==> config.mk <==
export PLATFORM = sky130hd
export DESIGN_NAME = llist_dma
export DESIGN_NICKNAME = d
export VERILOG_FILES = /design/src/rtl/llist_dma_pkg.sv /design/src/rtl/dma_addr_step.sv /design/src/rtl/dma_hs_gate.sv /design/src/rtl/llist_dma.sv
export SDC_FILE = /design/constraint.sdc
export NUM_CORES = 1
export LEC_CHECK = 0
export BUFFER_PORTS_ARGS = -buffer_cell sky130_fd_sc_hd__buf_2
export CAP_MARGIN = 15
export CORE_MARGIN = 4
export CORE_UTILIZATION = 45
export CTS_CLUSTER_DIAMETER = 120
export CTS_CLUSTER_SIZE = 8
export DETAILED_ROUTE_END_ITERATION = 8
export GPL_TIMING_DRIVEN = 0
export SLEW_MARGIN = 30
export SYNTH_ARGS = -nofsm -noshare
export SYNTH_HDL_FRONTEND = slang
export SYNTH_SLANG_ARGS = --single-unit
==> constraint.sdc <==
create_clock -name clk -period 4.1 [get_ports clk]
set_clock_uncertainty 0.05 [all_clocks]
set_input_delay 0.82 -clock clk [delete_from_list [all_inputs] [get_ports clk]]
set_output_delay 0.82 -clock clk [all_outputs]
set_load 0.005 [all_outputs]
==> src/rtl/llist_dma_pkg.sv <==
package llist_dma_pkg;

    typedef enum logic [2:0] {
        ST_IDLE  = 3'd0,
        ST_FETCH = 3'd1,
        ST_CHECK = 3'd2,
        ST_WAIT  = 3'd3,
        ST_READ  = 3'd4,
        ST_WRITE = 3'd5,
        ST_ACK   = 3'd6,
        ST_DONE  = 3'd7
    } dma_state_e;

    localparam logic [3:0] REG_GEN    = 4'd0;
    localparam logic [3:0] REG_CHEN   = 4'd1;
    localparam logic [3:0] REG_SADDR  = 4'd2;
    localparam logic [3:0] REG_DADDR  = 4'd3;
    localparam logic [3:0] REG_DPTR   = 4'd4;
    localparam logic [3:0] REG_CTLA   = 4'd5;
    localparam logic [3:0] REG_CTLB   = 4'd6;
    localparam logic [3:0] REG_SWREQ  = 4'd7;
    localparam logic [3:0] REG_STATUS = 4'd8;

    localparam int DESC_WORDS = 5;

endpackage

==> src/rtl/dma_addr_step.sv <==
module dma_addr_step (
    input  logic [31:0] addr,
    input  logic [1:0]  width,
    input  logic [1:0]  mode,
    output logic [31:0] next_addr
);
    logic [31:0] step;

    always_comb begin
        step = 32'd1 << width;
        case (mode)
            2'd0:    next_addr = addr + step;
            2'd1:    next_addr = addr - step;
            default: next_addr = addr;
        endcase
    end
endmodule

==> src/rtl/dma_hs_gate.sv <==
module dma_hs_gate (
    input  logic is_mem,
    input  logic hw_sel,
    input  logic hw_req,
    input  logic sw_req,
    input  logic txn_end,
    output logic ready,
    output logic hw_ack,
    output logic sw_clr
);
    assign ready  = is_mem | (hw_sel ? hw_req : sw_req);
    assign hw_ack = txn_end & ~is_mem & hw_sel;
    assign sw_clr = txn_end & ~is_mem & ~hw_sel;
endmodule

==> src/rtl/llist_dma.sv <==
module llist_dma
    import llist_dma_pkg::*;
#(
    parameter int LEN_W       = 12,
    parameter int CHUNK_BEATS = 8
) (
    input  logic        clk,
    input  logic        rst_n,
    input  logic        cfg_wr_en,
    input  logic        cfg_rd_en,
    input  logic [3:0]  cfg_addr,
    input  logic [31:0] cfg_wdata,
    output logic [31:0] cfg_rdata,
    output logic        mem_req,
    output logic        mem_we,
    output logic [31:0] mem_addr,
    output logic [1:0]  mem_size,
    output logic [31:0] mem_wdata,
    input  logic        mem_ack,
    input  logic [31:0] mem_rdata,
    input  logic        src_req,
    output logic        src_ack,
    input  logic        dst_req,
    output logic        dst_ack,
    output logic        buf_done,
    output logic        irq
);
    localparam int TC_W = $clog2(CHUNK_BEATS + 1);
    localparam logic [TC_W-1:0] CHUNK_LAST = TC_W'(CHUNK_BEATS);

    typedef struct packed {
        dma_state_e       st;
        logic             gen_en;
        logic             ch_en;
        logic [31:0]      saddr;
        logic [31:0]      daddr;
        logic [31:0]      dptr;
        logic [31:0]      fbase;
        logic [31:0]      ctla;
        logic [31:0]      ctlb;
        logic [2:0]       fidx;
        logic [LEN_W-1:0] beats;
        logic [TC_W-1:0]  tcnt;
        logic [31:0]      data;
        logic             sw_src;
        logic             sw_dst;
        logic             irq;
    } chan_state_t;

    chan_state_t q, d;

    logic [31:0]      src_next, dst_next;
    logic             src_rdy, dst_rdy, src_clr, dst_clr, txn_end;
    logic [LEN_W-1:0] len, beats_inc;
    logic [TC_W-1:0]  tcnt_inc;

    assign len       = q.ctla[LEN_W-1:0];
    assign beats_inc = q.beats + 1'b1;
    assign tcnt_inc  = q.tcnt + 1'b1;
    assign txn_end   = (q.st == ST_ACK);

    dma_addr_step u_src_step (
        .addr(q.saddr), .width(q.ctla[13:12]), .mode(q.ctlb[1:0]), .next_addr(src_next)
    );
    dma_addr_step u_dst_step (
        .addr(q.daddr), .width(q.ctla[15:14]), .mode(q.ctlb[3:2]), .next_addr(dst_next)
    );

    dma_hs_gate u_src_gate (
        .is_mem(q.ctlb[7]), .hw_sel(q.ctlb[4]), .hw_req(src_req), .sw_req(q.sw_src),
        .txn_end(txn_end), .ready(src_rdy), .hw_ack(src_ack), .sw_clr(src_clr)
    );
    dma_hs_gate u_dst_gate (
        .is_mem(q.ctlb[8]), .hw_sel(q.ctlb[5]), .hw_req(dst_req), .sw_req(q.sw_dst),
        .txn_end(txn_end), .ready(dst_rdy), .hw_ack(dst_ack), .sw_clr(dst_clr)
    );

    always_comb begin
        d         = q;
        mem_req   = 1'b0;
        mem_we    = 1'b0;
        mem_addr  = '0;
        mem_size  = 2'd2;
        mem_wdata = q.data;
        buf_done  = 1'b0;

        if (cfg_wr_en) begin
            case (cfg_addr)
                REG_GEN:   d.gen_en = cfg_wdata[0];
                REG_SWREQ: begin
                    d.sw_src = q.sw_src | cfg_wdata[0];
                    d.sw_dst = q.sw_dst | cfg_wdata[1];
                end
                default: begin
                    if (q.st == ST_IDLE) begin
                        case (cfg_addr)
                            REG_CHEN:  d.ch_en = cfg_wdata[0];
                            REG_SADDR: d.saddr = cfg_wdata;
                            REG_DADDR: d.daddr = cfg_wdata;
                            REG_DPTR:  d.dptr  = cfg_wdata;
                            REG_CTLA:  d.ctla  = cfg_wdata;
                            REG_CTLB:  d.ctlb  = cfg_wdata;
                            default: ;
                        endcase
                    end
                end
            endcase
        end

        if (cfg_rd_en && cfg_addr == REG_STATUS) d.irq = 1'b0;

        case (q.st)
            ST_IDLE: begin
                if (q.ch_en && q.gen_en) begin
                    d.st    = ST_FETCH;
                    d.fbase = q.dptr;
                    d.fidx  = '0;
                end
            end
            ST_FETCH: begin
                mem_req  = 1'b1;
                mem_addr = q.fbase + {27'd0, q.fidx, 2'b00};
                if (mem_ack) begin
                    case (q.fidx)
                        3'd0:    d.saddr = mem_rdata;
                        3'd2:    d.dptr  = mem_rdata;
                        3'd3:    d.ctla  = mem_rdata;
                        3'd4:    d.ctlb  = mem_rdata;
                        default: ;
                    endcase
                    if (q.fidx == 3'(DESC_WORDS - 1)) begin
                        d.st    = ST_CHECK;
                        d.beats = '0;
                    end else begin
                        d.fidx = q.fidx + 3'd1;
                    end
                end
            end
            ST_CHECK: begin
                if (q.beats == len) begin
                    d.st = ST_DONE;
                end else begin
                    d.st   = ST_WAIT;
                    d.tcnt = '0;
                end
            end
            ST_WAIT: begin
                if (src_rdy && dst_rdy) d.st = ST_READ;
            end
            ST_READ: begin
                mem_req  = 1'b1;
                mem_addr = q.saddr;
                mem_size = q.ctla[13:12];
                if (mem_ack) begin
                    d.data  = mem_rdata;
                    d.saddr = src_next;
                    d.st    = ST_WRITE;
                end
            end
            ST_WRITE: begin
                mem_req  = 1'b1;
                mem_we   = 1'b1;
                mem_addr = q.daddr;
                mem_size = q.ctla[15:14];
                if (mem_ack) begin
                    d.daddr = dst_next;
                    d.beats = beats_inc;
                    d.tcnt  = tcnt_inc;
                    if (beats_inc == len || !q.ctlb[6] || tcnt_inc == CHUNK_LAST)
                        d.st = ST_ACK;
                    else
                        d.st = ST_READ;
                end
            end
            ST_ACK: begin
                if (src_clr) d.sw_src = 1'b0;
                if (dst_clr) d.sw_dst = 1'b0;
                d.st = ST_CHECK;
            end
            ST_DONE: begin
                buf_done   = 1'b1;
                d.ctla[31] = 1'b1;
                if (q.dptr != 32'd0) begin
                    d.st    = ST_FETCH;
                    d.fbase = q.dptr;
                    d.fidx  = '0;
                end else begin
                    d.st    = ST_IDLE;
                    d.ch_en = 1'b0;
                    d.irq   = 1'b1;
                end
            end
            default: d.st = ST_IDLE;
        endcase
    end

    always_ff @(posedge clk or negedge rst_n) begin
        if (!rst_n) q <= '0;
        else        q <= d;
    end

    always_comb begin
        case (cfg_addr)
            REG_GEN:    cfg_rdata = {31'd0, q.gen_en};
            REG_CHEN:   cfg_rdata = {31'd0, q.ch_en};
            REG_SADDR:  cfg_rdata = q.saddr;
            REG_DADDR:  cfg_rdata = q.daddr;
            REG_DPTR:   cfg_rdata = q.dptr;
            REG_CTLA:   cfg_rdata = q.ctla;
            REG_CTLB:   cfg_rdata = q.ctlb;
            REG_SWREQ:  cfg_rdata = {30'd0, q.sw_dst, q.sw_src};
            REG_STATUS: cfg_rdata = {30'd0, (q.st != ST_IDLE), q.irq};
            default:    cfg_rdata = '0;
        endcase
    end

    assign irq = q.irq;

endmodule

==> metrics.txt, run 1 <==
outcome completed; share of the synthesized area in the top cell type 34.87%; adder-cell share of the synthesized area 5.335%; CP Launch Type register; Synth top cells by count nand2_1, dfrtp_1, o21ai_0; Clock Latency Late Sink 540 ps; Via density 6.317; Compound-Gate Fraction of Synth Area 22.25%; Synth Area in Simple Gates 16.30%; number of synthesized register bits 251; vias in the first global route 17550; FP Rows 73; Reg-to-Reg End q[213]; GP Congestion 0.9964; post-synthesis mux area share 11.55%; drt initial violations 1970; unrepaired setup endpoints after global routing no; combinational family with the most area after synthesis compound AO/OA/AOI/OAI gates; post-synth cell types 78; Netlist Area Pre-Place 18010 um^2; commonest register cell after synthesis dfrtp_1; area delta synth->final 15.69%; initial antenna violation count 1; GR peak layer met2; crit path kind register to primary output; Post-synth EDFFs 0; Slew Viols, Final 0; CTS tree yes; met2 usage 51.09%; Critical Path AT 3120 ps; remaining antenna violation count 0; R2R depth 14; Initial Utilization 45.44%; Power Dens Cells 821.7 nW/um^2; Max Fclk 250.7 MHz; Synth Area per Inst 8.373 um^2; # setup viols final 0; first-pass iteration count of the detailed router 5; syn_nets 2301; fraction of layout cells with a size suffix above 1 15.14%; # hold bufs at CTS 0; critical path endpoint mem_addr[24]; die width 208.1 um; Yosys Warn Count 0; Worst-Margin Slew 1059 ps; CP max FO 5; via count 18350; root buf cell clkbuf_16; max_cap viols 0; placed cell area 19660 um^2; Core Region 39640 um^2; most common cell in the synthesized netlist nand2_1; Final Power 0.01712 W; clk buf depth 3; largest cells by area after synthesis dfrtp_1, mux2i_1, o21ai_0, nand2_1, ha_1; sequential area share after synthesis 34.87%; DP HPWL 57310 um; H-tree depth 2; nets 2526; min cycle time layout 3989 ps; Post-Synth XOR/XNOR Area 4.814%; Die Area 43290 um^2; Design Area, Final 20840 um^2; num ports 179; Hold Path Class input port to asynchronous set/reset pin; CP Capture Type primary output; Critical Path Source q[51]; Tcrit/Tclk final 97.30%; worst path required time 3230 ps; Final Hold Viols 0; average wire per standard cell 25.20 um; Die Span Y 208.1 um; Port Buffer Count 175; Post-Syn Instances 2151; Total GRT Usage 32.31%; R2R Setup Slk 120 ps; clk slew on worst S/H paths 50 ps; global route overflow 0; largest area contributor in the synthesized netlist dfrtp_1; Async S/R FF share, synth 100.0%; TNS Setup 0 ps; Num CTS Buffers 37; first-pass GRT wire length 108400 um; # DRC 0; relative slew slack 29.14%; P_leak 9.843 nW; grt met3 use 5.896%; Detailed Route WL 73180 um; met1 Use GR 43.56%; VDD IR max 0.3768 mV; Clock Sinks 251; r2r startpoint q[101]; pin count of the biggest net entering global routing 81
worst max-delay path, stage by stage, from the launching register on:
cell     delay, ps
dfrtp_1        420
ha_1           240
fa_1           420
a21oi_1        480
nor3_2         190
nor2b_2        240
nand2_1        100
xor2_1          60
o21ai_0        260
buf_2          180
per-layer routing:
metal  routed length, um  vias to the layer above  share of wire (%)
met5                  18                        -              0.025
met4                3864                        2                5.3
met3                5920                      206                8.1
met2               33090                      931                 45
met1               30290                     9034                 41
li1                    -                     8172                  -
report_power, final:
part,total [W],switching (W),internal [W]
sequential,0.00511,0.00155,0.00356
clock,0.00285,0.00118,0.00167
combinational,0.00916,0.00522,0.00394
total,0.0171,0.00795,0.00917
flip-flops by register name (all words and copies together) (netlist names):
name	count
irq	1
len	12
mem_wdata	32
q	206
cells in the final DEF, fill, tap and decap left out, types with 39 or more instances in the layout:
cell type	netlist	routed
mux2i_1	159	159
buf_4	34	41
nand3_1	45	45
a22oi_1	69	69
clkbuf_1	101	99
o21ai_0	227	227
buf_2	9	183
xnor2_1	56	56
mux2_2	42	42
clkbuf_16	0	39
a21oi_1	163	162
ha_1	72	67
nand2_1	300	299
xor2_1	43	43
nor2_1	183	183
dfrtp_1	251	248
worst min-delay path by stage:
stage / start / end / slack, ps
floorplan: mem_wdata[0] / mem_wdata[0] / 400
global placement: mem_wdata[12] / mem_wdata[12] / 410
detailed placement: mem_wdata[7] / mem_wdata[7] / 410
CTS: rst_n / mem_wdata[3] / 100
global route: rst_n / mem_wdata[12] / 130
finish: rst_n / mem_wdata[3] / 100
cell families (layout without fill, tap and decap cells):
| family | count (synthesis) | count (layout) |
|---|---|---|
| other | 0 | 1 |
| AOI/OAI and AO/OA | 658 | 658 |
| adders and majority gates | 75 | 75 |
| and+or+nand+nor | 669 | 669 |
| buffers and inverters | 197 | 424 |
| xor gates and xnor gates | 99 | 99 |
| muxes | 202 | 202 |
| DFF | 251 | 251 |
through the flow:
stage                     instances  worst slack, ps  util [%]  hold slack [ps]
after floorplan                2151            348.6         -            396.9
after global placement         2851            -2786     49.30            409.8
after detailed placement       2855           -453.9     49.60            413.6
after CTS                      2900           -23.81     52.34            101.1
after global routing           2903            4.116     52.56            125.6
final                          2904            110.8     52.57            98.69
area by class of cell:
| class | count | area, um^2 |
|---|---|---|
| timing repair inverter | 1 | 5.005 |
| clock inverter | 2 | 16.27 |
| sequential | 251 | 6285 |
| antenna | 1 | 2.502 |
| buffer | 163 | 754.5 |
| tap | 525 | 656.9 |
| timing repair buffer | 185 | 1021 |
| fill | 3865 | 18800 |
| inverter | 34 | 135.1 |
| multi-input combinational | 1703 | 10990 |
| clock buffer | 39 | 975.9 |
timing repair:
item,CTS,global route
setup endpoints to repair,17,22
resized for setup,13,16
pin swaps,0,7
setup buffers,3,3
gates cloned,1,0
No activity file was read; power rests on OpenSTA's default activity.
==> run 2, diff against run 1 <==
--- a/config.mk
+++ b/config.mk
@@ -13,6 +13,8 @@
 export CTS_CLUSTER_SIZE = 8
 export DETAILED_ROUTE_END_ITERATION = 8
 export GPL_TIMING_DRIVEN = 0
+export RECOVER_POWER = 100
+export SETUP_SLACK_MARGIN = 0.02
 export SLEW_MARGIN = 30
 export SYNTH_ARGS = -nofsm -noshare
 export SYNTH_HDL_FRONTEND = slang
==> metrics.txt, run 2 (synthesized netlist as in run 1, its figures left out) <==
# hold bufs at CTS 0 (unchanged); unrepaired setup endpoints after global routing no (unchanged); worst path required time 3230 ps (about the same); Worst-Margin Slew 2064 ps (was 1059 ps); Core Util, Final 52.29% (was 52.57%); Hold Path Class register to register (was input port to asynchronous set/reset pin); failing checks max-capacitance violations, max-slew violations; # DRC 0 (unchanged); first-pass iteration count of the detailed router 6 (was 5); GP Congestion 0.9964 (unchanged); FP Rows 73 (unchanged); placed insts 2855 (unchanged); average wire per standard cell 25.21 um (was 25.20 um); DP HPWL 57310 um (unchanged); relative slew slack -37.63% (was 29.14%); R2R Setup Slk 110 ps (was 120 ps); CTS tree yes (unchanged); Num CTS Buffers 37 (unchanged); Final Hold Viols 0 (unchanged); Clock Latency Late Sink 540 ps (about the same); pin count of the biggest net entering global routing 81 (unchanged); Critical Path AT 3120 ps (about the same); hold_ws 420.9 ps (was 98.69 ps); Via density 6.327 (was 6.317); CP max FO 6 (was 5); global route overflow 0 (unchanged); fraction of layout cells with a size suffix above 1 12.44% (was 15.14%); # setup viols final 0 (unchanged); Die Span Y 208.1 um (unchanged); CP Launch Type register (unchanged); Port Buffer Count 175 (unchanged); most common cell after layout, fill and taps aside nand2_1 (unchanged); via count 18380 (was 18350); initial antenna violation count 1 (unchanged); first-pass GRT wire length 108500 um (was 108400 um); area delta synth->final 15.10% (was 15.69%); pre-CTS setup slack -453.9 ps (unchanged); root buf cell clkbuf_16 (unchanged); most frequent cells in the layout nand2_1, dfrtp_1, o21ai_0, nor2_1, clkbuf_1 (was nand2_1, dfrtp_1, o21ai_0, nor2_1, buf_2); worst setup margin 112.3 ps (was 110.8 ps); Slew Viols, Final 37 (was 0); Fill cells 3894 (was 3865); Final Power 0.01709 W (was 0.01712 W); clk buf depth 3 (unchanged); H-tree depth 2 (unchanged); VDD IR max 0.3735 mV (was 0.3768 mV); outcome finished with violations (was completed); Top reg by flops q (unchanged); vias in the first global route 17560 (was 17550); drt initial violations 1994 (was 1970); num ports 179 (unchanged); Critical Path Source q[52] (was q[51]); Tcrit/Tclk final 97.26% (was 97.30%); ant diodes 0 (was 1); Power Dens Cells 824.6 nW/um^2 (was 821.7 nW/um^2); Total GRT Usage 32.34% (was 32.31%); r2r startpoint q[100] (was q[101]); Reg-to-Reg End q[213] (unchanged); Initial Utilization 45.44% (unchanged); Largest register FFs 206 (unchanged); hold path start mem_wdata[30]; crit path kind register to primary output (unchanged); Detailed Route WL 73240 um (was 73180 um); clk slew on worst S/H paths 50 ps (about the same); final cell count without fillers 2905 (was 2904); min cycle time layout 3988 ps (was 3989 ps); Core Region 39640 um^2 (unchanged); die width 208.1 um (unchanged); Max Fclk 250.8 MHz (was 250.7 MHz); P_leak 9.575 nW (was 9.843 nW); Die Area 43290 um^2 (unchanged); CP Capture Type primary output (unchanged); nets 2528 (was 2526); R2R depth 14 (unchanged); critical path endpoint mem_addr[19] (was mem_addr[24]); max_cap viols 1 (was 0); remaining antenna violation count 0 (unchanged); Clock Sinks 251 (unchanged)
run 2: cell types whose count changed in the layout (fill, tap and decap cells not counted), moves of 9 or more:
cell,previous run,this run
buf_1,18,7
clkbuf_4,0,31
buf_2,183,113
buf_4,41,12
clkbuf_2,3,12
clkbuf_1,99,173
run 2: cell type report:
type / count / area [um^2] / area share (%)
Buffer: 163 / 745.7 / 3.597
Tap cell: 525 / 656.9 / 3.169
Timing Repair Buffer: 187 / 925.9 / 4.466
Inverter: 34 / 135.1 / 0.6519
Multi-Input combinational cell: 1703 / 10980 / 52.99
Clock inverter: 2 / 16.27 / 0.07846
Clock buffer: 39 / 975.9 / 4.708
Timing Repair inverter: 1 / 5.005 / 0.02414
Sequential cell: 251 / 6285 / 30.32
run 2: per-stage QoR:
| stage | instance area (um^2) | TNS (ps) |
|---|---|---|
| finish | 20730 | 0 |
| global route | 20730 | 0 |
| CTS | 20760 | -23.81 |
| detailed placement | 19660 | -2821 |
| global placement | 19540 | -694350 |
| floorplan | 18010 | 0 |
run 2: power by group:
group	leakage (nW)	switching [W]	total, W	internal, W
registers	3.14	0.00154	0.00511	0.00356
clock network	0.485	0.00118	0.00284	0.00167
logic	5.94	0.00525	0.00914	0.00389
total	9.58	0.00797	0.0171	0.00912
run 2: how the worst min path moves through the flow:
| stage | endpoint | slack (ps) | cells after the start |
|---|---|---|---|
| floorplan | mem_wdata[0] | 400 | 2 |
| global placement | mem_wdata[12] | 410 | 2 |
| detailed placement | mem_wdata[7] | 410 | 2 |
| CTS | mem_wdata[3] | 100 | 1 |
| global route | mem_wdata[16] | 440 | 2 |
| finish | mem_wdata[30] | 420 | 2 |
run 2: critical path, cell delays in order (launching register included):
cell	delay (ps)
dfrtp_1	460
ha_1	310
a21o_1	140
a21oi_2	130
nor3_1	600
and3_1	280
xnor2_1	60
o21ai_0	150
a22oi_1	90
nor2_1	190
clkbuf_2	150
run 2: what timing repair did:
item / in CTS / in global routing
pin swaps: 0 / 8
setup endpoints to repair: 18 / 29
gates cloned: 1 / 0
gates resized for setup: 13 / 20
setup buffers: 5 / 3
run 2: layer usage:
layer	share of wire [%]	vias up	global-route usage [%]	wire [um]
met3	8.1	212	5.850	5933
met1	42	9051	43.60	30410
met4	5.3	2	14.25	3906
met5	0.025	-	0	18
li1	-	8168	-	-
met2	45	947	51.13	32970
==> run 3, diff against run 2 <==
--- a/config.mk
+++ b/config.mk
@@ -7,7 +7,6 @@
 export LEC_CHECK = 0
 export BUFFER_PORTS_ARGS = -buffer_cell sky130_fd_sc_hd__buf_2
 export CAP_MARGIN = 15
-export CORE_MARGIN = 4
 export CORE_UTILIZATION = 45
 export CTS_CLUSTER_DIAMETER = 120
 export CTS_CLUSTER_SIZE = 8
@@ -15,6 +14,7 @@
 export GPL_TIMING_DRIVEN = 0
 export RECOVER_POWER = 100
 export SETUP_SLACK_MARGIN = 0.02
+export SKIP_LAST_GASP = 1
 export SLEW_MARGIN = 30
 export SYNTH_ARGS = -nofsm -noshare
 export SYNTH_HDL_FRONTEND = slang
==> constraint.sdc (replaced) <==
create_clock -name clk -period 5.15 [get_ports clk]
set_clock_uncertainty 0.05 [all_clocks]
set_input_delay 1.03 -clock clk [delete_from_list [all_inputs] [get_ports clk]]
set_output_delay 1.03 -clock clk [all_outputs]
set_load 0.005 [all_outputs]
==> metrics.txt, run 3 (synthesized netlist as in run 1, its figures left out) <==
outcome finished with violations (unchanged); failing checks max-capacitance violations, max-slew violations (unchanged); Initial Utilization 46.07% (was 45.44%); number of post-CTS setup repair buffers 0 (was 5); VDD IR max 0.2945 mV (was 0.3735 mV); CP max FO 10 (was 6); Clock Sinks 251 (unchanged); pin count of the biggest net entering global routing 82 (was 81); top layer in use met4 (was met5); min cycle time layout 4935 ps; crit path kind register to primary output (unchanged); Slowest Stage Delay on Critical Path 1440 ps (was 600 ps); GP Congestion 0.9953 (was 0.9964); Num CTS Buffers 37 (unchanged); Design Area, Final 20500 um^2 (was 20730 um^2); CP Launch Type register (unchanged); Hold Path Class register to register (unchanged); first-pass iteration count of the detailed router 6 (unchanged); Critical Path AT 3860 ps (was 3120 ps); Max Fclk 202.6 MHz; Total GRT Usage 35.15% (was 32.34%); wire length on met2 32720 um (was 32970 um); most frequent cells in the layout nand2_1, dfrtp_1, o21ai_0, nor2_1, clkbuf_1 (unchanged); Comb power frac 52.7% (was 53.5%); H-tree depth 2 (unchanged); initial antenna violation count 0 (was 1); first-pass GRT wire length 107500 um (was 108500 um); # setup viols final 0 (unchanged); CTS tree yes (unchanged); clk slew on worst S/H paths 60 ps (was 50 ps); P_leak 9.516 nW (was 9.575 nW); Core Region 39100 um^2 (was 39640 um^2); Pint 0.007124 W (was 0.009120 W); vias in the first global route 17080 (was 17560); FP Rows 72 (was 73); Slew Viols, Final 123 (was 37); fraction of layout cells with a size suffix above 1 11.00% (was 12.44%); die width 202.1 um (was 208.1 um); hold depth 2 (unchanged); Reg-to-Reg End q[213] (unchanged); P_sw 0.006243 W (was 0.007973 W); Top reg by flops q (unchanged); unrepaired setup endpoints after global routing no (unchanged); Largest register FFs 206 (unchanged); Sw Ratio 46.71% (was 46.64%); max_cap viols 3 (was 1); Final Hold Viols 0 (unchanged); average wire per standard cell 25.29 um (was 25.21 um); crit path cell chain inv_1 -> nor3b_1 -> clkbuf_1 -> a22oi_1 -> o21ai_0 -> clkbuf_1 (was ha_1 -> a21o_1 -> a21oi_2 -> nor3_1 -> and3_1 -> xnor2_1 -> o21ai_0 -> a22oi_1 -> nor2_1 -> clkbuf_2); hold path start mem_wdata[29] (was mem_wdata[30]); root buf cell clkbuf_16 (unchanged); PostCTS Resize Cnt 0 (was 13); # DRC 0 (unchanged); Worst-Margin Slew 2188 ps (was 2064 ps); Via density 6.318 (was 6.327); cell mode on critical path clkbuf_1; num ports 179 (unchanged); Hold EP mem_wdata[29] (was mem_wdata[30]); r2r startpoint q[57] (was q[100]); R2R depth 14 (unchanged); Fill cells 3861 (was 3894); most common cell after layout, fill and taps aside nand2_1 (unchanged); remaining antenna violation count 0 (unchanged); Die Span Y 202.1 um (was 208.1 um); ant diodes 0 (unchanged); drt initial violations 2064 (was 1994); via count 18260 (was 18380); nets 2520 (was 2528); DP HPWL 57060 um (was 57310 um); Power Dens Cells 651.9 nW/um^2 (was 824.6 nW/um^2); area delta synth->final 13.85% (was 15.10%); pre-CTS setup slack 615.1 ps (was -453.9 ps); R2R Setup Slk 260 ps (was 110 ps); Clock Latency Late Sink 540 ps (about the same); clk buf depth 3 (unchanged); global route overflow 0 (unchanged); Clk pwr share 16.9% (was 16.6%); Tcrit/Tclk final 95.83%; Port Buffer Count 175 (unchanged); worst setup margin 214.5 ps (was 112.3 ps); # hold bufs at CTS 0 (unchanged); worst path required time 4070 ps (was 3230 ps); wire length on met3 6033 um (was 5933 um); Die Area 40830 um^2 (was 43290 um^2); Flop pwr share 30.5% (was 29.9%); Routed met1 length 30340 um (was 30410 um); relative slew slack -45.87% (was -37.63%); Final Power 0.01337 W (was 0.01709 W); placed cell area 19650 um^2 (was 19660 um^2); Detailed Route WL 73090 um (was 73240 um); CP Capture Type primary output (unchanged); slowest cell on the critical path nor3b_1 (was nor3_1)
run 3: how the worst max path moves through the flow:
stage / slack (ps) / endpoint / start
after floorplan: 1400 / q[213] / q[100]
after CTS: 580 / q[206] / q[57]
after global routing: 140 / q[213] / q[57]
after detailed placement: 620 / q[213] / q[57]
after global placement: -1910 / q[206] / rst_n
final: 210 / mem_addr[20] / q[250]
run 3: critical path: cells and delay by family, from the launching register on:
family	cells	cell delay [ps]
AOI/OAI and AO/OA	2	420
buffers and inverters	3	970
DFF	1	470
and+or+nand+nor	1	1440
run 3: metal layers:
metal  up-vias  GRT usage (%)
met5         -              0
met3       193          4.757
met1      8909          47.42
met2      1011          55.22
li1       8146              -
met4         0          17.64
run 3: area by class of cell:
type                       instances  area [um^2]  area share [%]
buffer                           163        747.0           3.643
inverter                          34        127.6          0.6224
clock buffer                      39        975.9           4.760
multi-input combinational       1703        10830           52.84
sequential                       251         6281           30.63
clock inverter                     2        16.27         0.07933
tap                              518        648.1           3.161
timing repair buffer             180        874.6           4.265
run 3: per-stage QoR:
step / util, % / hold WS [ps] / setup TNS, ps / cells
global placement: 49.96 / 409.7 / -467110 / 2844
global route: 52.45 / 446.7 / 0 / 2890
detailed placement: 50.25 / 413.3 / 0 / 2848
finish: 52.45 / 416.0 / 0 / 2890
floorplan: - / 396.9 / 0 / 2151
CTS: 52.79 / 284.6 / 0 / 2889
run 3: power groups by stage:
stage               sequential [W]  clock, W  combinational [W]
floorplan                  0.00346         0            0.00517
detailed placement         0.00404         0            0.00696
global route               0.00411   0.00235            0.00776
finish                     0.00407   0.00226            0.00704
CTS                        0.00402   0.00228            0.00699
global placement           0.00403         0            0.00681
